`src/rtl/timer_core_pkg.sv`:
```
package timer_core_pkg;
  typedef enum logic [2:0] {
    OP_HOLD  = 3'd0,
    OP_LOAD  = 3'd1,
    OP_CLEAR = 3'd2,
    OP_INC   = 3'd3,
    OP_DEC   = 3'd4
  } cnt_op_e;
endpackage

```
`src/rtl/timer_op_decode.sv`:
```
module timer_op_decode
  import timer_core_pkg::*;
#(
  parameter int SEL_W = 3
) (
  input  logic             tick_i,
  input  logic [SEL_W-1:0] clk_sel_i,
  input  logic             count_i,
  input  logic             dir_up_i,
  input  logic             clear_i,
  input  logic             host_wr_i,
  output cnt_op_e          op_o
);
  logic tick_en;
  assign tick_en = tick_i && (clk_sel_i != '0);

  // priority: host load, then clear, then count
  always_comb begin
    op_o = OP_HOLD;
    if (host_wr_i)             op_o = OP_LOAD;
    else if (tick_en) begin
      if (clear_i)             op_o = OP_CLEAR;
      else if (count_i)        op_o = dir_up_i ? OP_INC : OP_DEC;
    end
  end
endmodule

```
`src/rtl/timer_cnt_reg.sv`:
```
module timer_cnt_reg
  import timer_core_pkg::*;
#(
  parameter int WIDTH = 8
) (
  input  logic             clk_i,
  input  logic             rst_ni,
  input  cnt_op_e          op_i,
  input  logic [WIDTH-1:0] load_val_i,
  output logic [WIDTH-1:0] cnt_o,
  output logic             top_o,
  output logic             bottom_o,
  output logic             wrap_up_o
);
  localparam logic [WIDTH-1:0] CntMax = {WIDTH{1'b1}};

  logic [WIDTH-1:0] cnt_q, cnt_d;

  always_comb begin
    unique case (op_i)
      OP_LOAD:  cnt_d = load_val_i;
      OP_CLEAR: cnt_d = '0;
      OP_INC:   cnt_d = cnt_q + 1'b1;
      OP_DEC:   cnt_d = cnt_q - 1'b1;
      default:  cnt_d = cnt_q;
    endcase
  end

  always_ff @(posedge clk_i or negedge rst_ni) begin
    if (!rst_ni) cnt_q <= '0;
    else         cnt_q <= cnt_d;
  end

  assign cnt_o     = cnt_q;
  assign top_o     = (cnt_q == CntMax);
  assign bottom_o  = (cnt_q == '0);
  assign wrap_up_o = (op_i == OP_INC) && (cnt_q == CntMax);
endmodule

```
`src/rtl/timer_ovf_flag.sv`:
```
module timer_ovf_flag (
  input  logic clk_i,
  input  logic rst_ni,
  input  logic set_i,
  input  logic clr_i,
  input  logic irq_en_i,
  output logic flag_o,
  output logic irq_o
);
  logic flag_q;

  // a new wrap is never lost to a simultaneous clear
  always_ff @(posedge clk_i or negedge rst_ni) begin
    if (!rst_ni)     flag_q <= 1'b0;
    else if (set_i)  flag_q <= 1'b1;
    else if (clr_i)  flag_q <= 1'b0;
  end

  assign flag_o = flag_q;
  assign irq_o  = flag_q & irq_en_i;
endmodule

```
`src/rtl/updown_timer_core.sv`:
```
module updown_timer_core
  import timer_core_pkg::*;
#(
  parameter int WIDTH = 8,
  parameter int SEL_W = 3
) (
  input  logic             clk_i,
  input  logic             rst_ni,
  input  logic             tick_i,
  input  logic [SEL_W-1:0] clk_sel_i,
  input  logic             count_i,
  input  logic             dir_up_i,
  input  logic             clear_i,
  input  logic             host_wr_i,
  input  logic [WIDTH-1:0] host_wdata_i,
  output logic [WIDTH-1:0] host_rdata_o,
  input  logic             flag_clr_i,
  input  logic             irq_ack_i,
  input  logic             irq_en_i,
  output logic             top_o,
  output logic             bottom_o,
  output logic             ovf_flag_o,
  output logic             irq_o
);
  cnt_op_e op;
  logic    wrap_up;

  timer_op_decode #(.SEL_W(SEL_W)) u_decode (
    .tick_i    (tick_i),
    .clk_sel_i (clk_sel_i),
    .count_i   (count_i),
    .dir_up_i  (dir_up_i),
    .clear_i   (clear_i),
    .host_wr_i (host_wr_i),
    .op_o      (op)
  );

  timer_cnt_reg #(.WIDTH(WIDTH)) u_cnt (
    .clk_i      (clk_i),
    .rst_ni     (rst_ni),
    .op_i       (op),
    .load_val_i (host_wdata_i),
    .cnt_o      (host_rdata_o),
    .top_o      (top_o),
    .bottom_o   (bottom_o),
    .wrap_up_o  (wrap_up)
  );

  timer_ovf_flag u_flag (
    .clk_i    (clk_i),
    .rst_ni   (rst_ni),
    .set_i    (wrap_up),
    .clr_i    (flag_clr_i | irq_ack_i),
    .irq_en_i (irq_en_i),
    .flag_o   (ovf_flag_o),
    .irq_o    (irq_o)
  );
endmodule

```
`config.mk`:
```
export PLATFORM = sky130hd
export DESIGN_NAME = updown_timer_core
export DESIGN_NICKNAME = d
export VERILOG_FILES = /design/src/rtl/timer_core_pkg.sv /design/src/rtl/timer_op_decode.sv /design/src/rtl/timer_cnt_reg.sv /design/src/rtl/timer_ovf_flag.sv /design/src/rtl/updown_timer_core.sv
export SDC_FILE = /design/constraint.sdc
export NUM_CORES = 1
export LEC_CHECK = 0
export ABC_AREA = 1
export BUFFER_PORTS_ARGS = -buffer_cell sky130_fd_sc_hd__buf_2
export CORE_UTILIZATION = 54
export CTS_BUF_LIST = sky130_fd_sc_hd__clkbuf_8
export DETAILED_ROUTE_END_ITERATION = 16
export PLACE_DENSITY_LB_ADDON = 0.12
export SLEW_MARGIN = 20
export SYNTH_ARGS = -nofsm -noshare
export SYNTH_HDL_FRONTEND = slang
export SYNTH_SLANG_ARGS = --single-unit
```
`constraint.sdc`:
```
create_clock -name clk_i -period 3.5 [get_ports clk_i]
set_input_delay 0.175 -clock clk_i [delete_from_list [all_inputs] [get_ports clk_i]]
set_output_delay 0.175 -clock clk_i [all_outputs]
set_load 0.03 [all_outputs]
```
### After elaboration in Yosys (flattened, before gate mapping)

Cells that the tools add are included.

| storage, ports and cells | value |
|---|---|
| flip-flop bits (word level) | 9 |
| input bits | 21 |
| output and inout port bits | 12 |
| word-level logic and storage cells | 25 |

| cells by class | value |
|---|---|
| add/subtract/negate cells | 2 |
| equality and inequality tests | 5 |
| muxes and demuxes | 8 |
| bitwise logic cells | 2 |
| reduce and logical (&&, ||, !) cells | 6 |

Operators by type and width:

| cell | count |
|---|---|
| $pmux 8 s4 | 1 |
| $mux 3 | 5 |
| $add 8x1->8 const B | 1 |
| $eq 8x8->1 const B | 1 |
| $logic_not 8->1 | 1 |
| $sub 8x1->8 const B | 1 |
| $eq 3x2->1 const B | 2 |
| $reduce_bool 4->1 | 1 |
| $eq 3x1->1 const B | 1 |
| $eq 3x3->1 const B | 1 |
| $reduce_bool 3->1 | 1 |
| $logic_and 1x1->1 | 2 |
| $mux 1 | 2 |
| $reduce_bool 2->1 | 1 |
| $and 1x1->1 | 1 |
| $or 1x1->1 | 1 |

### Depth between registers and ports, before layout

| logic depth | value |
|---|---|
| word-level depth | 8 |
| mapped depth | 15 |
| gate-level depth less buffers | 14 |

### By module

From an unflattened synthesis, not the netlist that was laid out.

| second synthesis, totals | value |
|---|---|
| cell total of the unflattened synthesis | 151 |
| area total of the unflattened synthesis | 930.9 sq um |

Modules (own cells, without submodules):

| module | times used | cells an instance | area each (sq um) | sequential area each (sq um) |
|---|---|---|---|---|
| timer_cnt_reg | 1 | 125 | 809.5 | 200.2 |
| timer_op_decode | 1 | 16 | 62.6 | 0.0 |
| timer_ovf_flag | 1 | 7 | 47.5 | 25.0 |
| updown_timer_core | 1 | 3 | 11.3 | 0.0 |

### Worst setup path after synthesis

Ideal clock, no wire load.

| path | value |
|---|---|
| path type | input-to-reg |
| start point | input host_wr_i |
| end point | register u_cnt.cnt_q[4], in the netlist u_cnt.cnt_o[4] |
| setup time | 126 ps |
| arrival time | 1757 ps |
| required time | 3374 ps |
| setup slack | 1617 ps |
| stages on the path | 12 |
| buffers on the path | 1 |
| path through | inv_2 > nand2_1 > nor2_2 > nand3_2 > buf_6 > inv_1 > ha_1 > a21oi_1 > nand2_1 > or2_2 > nand3_1 > a31oi_1 |

| on the way | value |
|---|---|
| word-level cells in the longest chain between the ends | 3 |
| elaborated cells between the ends (all ways) | 7 |
| those cells by class | 4 x eq/ne; 2 x mux; 1 x reduce/logical |

Ends and longest elaborated chain:

| what | line | RTL |
|---|---|---|
| start, declared | updown_timer_core.sv:14 | `input logic host_wr_i,` |
| $mux 3 (*) | timer_op_decode.sv:20 | `if (host_wr_i) op_o = OP_LOAD;` |
| $eq 3x3->1 (tied with other cells) | timer_cnt_reg.sv:20 | `unique case (op_i)` |
| $pmux 8 s4 / $reduce_bool 4->1 (equally long branches) | -- |  |
| end signal, assigned | timer_cnt_reg.sv:31 | `else cnt_q <= cnt_d;` |
| end, declared | timer_cnt_reg.sv:17 | `logic [WIDTH-1:0] cnt_q, cnt_d;` |

Mark *: on every way between the ends. The rest lies on a longest branch, timed or not.
A chain may end at the register's enable or synchronous reset.

### Final worst setup path

Same ends and word-level chain as after synthesis.

==> impl_summary.txt <==
----------------------------------------------------
[Status]
  Run status ... finished, final reports clean

[CTS]
  Clock tree from TritonCTS ... built
  Clock network latency to the later pin of the worst-skew pair ... 240 ps
  Maximum clock path buffer count ... 2
  Number of buffers added by the clock tree synthesis step ... 3
  Clock root cell ... sky130_fd_sc_hd__clkbuf_8
  Count of cells resized by post-cts repair ... 0
  H-tree level count ... 1
  Clock transition at the registers of the reported paths ... 50 ps
  Buffers inserted by post-CTS timing repair ... 0
  Number of sinks on the clock net ... 9
  Quantity of hold-fixing buffers added after cts ... 1

[Die]
  Vertical die dimension ... 42.2 um
  Die X ... 42.2 um
  Core area ... 1510 um^2
  Die Area ... 1780 um^2
  Number of placement rows ... 14
  Number of I/O pins ... 33
  Starting utilization of the core area ... 57.8%

[Worst setup path]
  Required time of the worst setup path ... 3610 ps
  Crit path DAT ... 2180 ps
  Slowest library cell on the worst path ... sky130_fd_sc_hd__ha_1
  Sequence of cells on the critical path ... buf_2 > inv_2 > nand2_1 > nor2_2 > nand3_2 > inv_1 > ha_1 > a21oi_1 > nand2_1 > or2_2 > nand3_1 > a31oi_1
  Crit Path Max Fanout ... 12
  Nature of the critical path startpoint ... input pin
  Critical Path Sink Type ... register
  Worst setup path class ... input pin to register
  Longest individual stage delay on the worst path ... 350 ps
  Critical path buffers and inverters ... 3
  Worst path top cell family by delay ... simple AND/OR/NAND/NOR gates
  Cell seen most often among critical-path stages ... sky130_fd_sc_hd__nand2_1

[Routing]
  DRC violations left ... 0
  Drt wl/cell ... 12.5 um
  Via count ... 1029
  Final wirelength ... 2.22 mm
  Number of search-and-repair iterations in the first detailed-routing pass ... 7
  DRC marker count from the first detailed-route iteration ... 34
  Ratio of routed vias to standard cells ... 5.81
  Remaining antenna violation count after routing ... 0

[Timing]
  Final total negative setup slack ... 0 ps
  Max-slew violation count ... 0
  Final setup skew ... 0.893 ps
  Peak Freq ... 0.482 GHz
  Worst hold slack after final layout ... 185 ps
  RSZ-0062 raised after global routing ... false
  Tightest slew margin relative to the limit ... 80.3%
  Final setup violating endpoints ... 0
  Final Hold Viols ... 0
  Final critical delay including setup and external delays ... 2070 ps
  Actual transition at the worst max-transition pin ... 292 ps
  Final Cycle Share ... 59.3%

[Place]
  HPWL after DPL ... 1.67 mm
  IO Port Bufs ... 32
  Routability Congestion ... 0.865

[Final layout]
  Area of all sequential standard cells ... 225 um^2
  Ant diodes ... 0
  Filler cell count ... 127
  Most common cell after layout, fill and taps aside ... sky130_fd_sc_hd__buf_2
  Nets ... 190
  Growth of design area from synthesis to finish ... 24.4%
  Fraction of final layout cells sized beyond drive strength 1 ... 28.0%
  Commonest cells after routing, fill and taps aside ... sky130_fd_sc_hd__buf_2, sky130_fd_sc_hd__nand2_1, sky130_fd_sc_hd__nand3_1
  Multi-input logic area ... 574 um^2

[Yosys]
  Most common flop cell mapped by yosys ... sky130_fd_sc_hd__dfrtp_1
  Count of unique library cells instantiated by Yosys ... 24
  Average instance area after synthesis ... 6.91 um^2
  Portion of the post-synthesis area used by sequential elements ... 25.9%
  Register bit total from synthesis ... 9
  Cells after synthesis ... 126
  Asr flop ratio synth ... 100%
  Count of flip-flops with a built-in enable after synthesis ... 0
  Number of nets produced by synthesis ... 154
  Yosys synthesis warning count ... 0
  Summed instance area of the synthesized netlist ... 871 um^2

[GRT]
  Initial antenna violation count ... 0
  Residual overflow from global routing ... 0
  Global router's overall resource usage ... 26.7%
  Pin count of the biggest net entering global routing ... 14
  Wire length of the first global-routing pass ... 3.55 mm
  Vias in the first global route ... 852

[Power and ir drop]
  Pwr/cell area ... 367 nW/um^2
  LEAKAGE ... 0.598 nW
  Total chip power ... 0.398 mW
  Largest voltage drop on the vdd net ... 0.204 mV

[Run]
  Max-capacitance violation count ... 0

[Hold path]
  Hold crit path type ... input pin to register

----------------------------------------------------
layer usage:
layer	GRT usage (%)	up-vias	wire [um]
li1	-	510	-
met1	31.3	456	941
met2	47.8	51	1050
met3	1.72	12	145
met4	15.0	0	82
met5	0	-	0
per-stage QoR:
step	setup WS (ps)	cells	utilization [%]	area (um^2)
final	1430	177	71.9	1080
after global routing	1190	177	71.9	1080
after CTS	1450	177	71.9	1080
after detailed placement	1220	172	68.3	1030
after global placement	1300	172	68.3	1030
after floorplan	1620	126	-	871
worst min-delay path: stages:
cell and delay, ps:
sky130_fd_sc_hd__buf_2 70, sky130_fd_sc_hd__nor2_1 30, sky130_fd_sc_hd__nand2_1 50, sky130_fd_sc_hd__o31ai_1 50
path summary, 6_finish.rpt:
path                            slack (ps)            from              to  depth (start not counted)
worst max register to register        1810  u_cnt.cnt_o[0]  u_cnt.cnt_o[4]                          6
max in group asynchronous             3000          rst_ni  u_cnt.cnt_o[5]                          2
worst min register to register         500   u_flag.flag_o   u_flag.flag_o                          2
worst min-delay path                   190      flag_clr_i   u_flag.flag_o                          4
worst max-delay path                  1430       host_wr_i  u_cnt.cnt_o[4]                         12
min in group asynchronous              320          rst_ni   u_flag.flag_o                          2
registers in the layout, indices dropped and copies added (netlist names):
signal         count
u_cnt.cnt_o        8
u_flag.flag_o      1
logic make-up after synthesis:
family                   after synthesis  share of synthesized area, %
AND/OR/NAND/NOR                       73                          39.4
adder cells (fa/ha/maj)                7                          10.9
buffers and inverters                 15                          8.19
flip-flops                             9                          25.9
XOR/XNOR                               1                          1.01
AO/OA/AOI/OAI                         21                          14.7
final cells by class:
cell class / count / share of cell area [%]
Timing Repair Buffer: 33 / 15.7
Inverter: 13 / 4.50
Sequential cell: 9 / 20.8
Clock buffer: 3 / 3.81
Multi-Input combinational cell: 102 / 53.0
Clock inverter: 1 / 0.346
Tap cell: 16 / 1.85
power by group:
part	leakage [nW]	internal, mW	total (mW)	switching [mW]
clock	0.0269	0.0768	0.122	0.0452
sequential	0.106	0.117	0.137	0.0202
combinational	0.465	0.0517	0.139	0.0875
cells in the mapped netlist (2+ instances only):
master / instances / share of area (%)
sky130_fd_sc_hd__a21oi_1: 10 / 5.7
sky130_fd_sc_hd__nand3_1: 16 / 9.2
sky130_fd_sc_hd__nand3_2: 2 / 2.3
sky130_fd_sc_hd__nand4_1: 5 / 3.6
sky130_fd_sc_hd__buf_6: 2 / 2.6
sky130_fd_sc_hd__nor2_1: 15 / 6.5
sky130_fd_sc_hd__inv_1: 12 / 5.2
sky130_fd_sc_hd__ha_1: 6 / 8.6
sky130_fd_sc_hd__a31oi_1: 5 / 3.6
sky130_fd_sc_hd__dfrtp_1: 9 / 26
sky130_fd_sc_hd__nand2_1: 27 / 12
sky130_fd_sc_hd__or2_2: 3 / 2.2
sky130_fd_sc_hd__o211ai_1: 3 / 2.6
No activity file was read; power rests on OpenSTA's default activity.
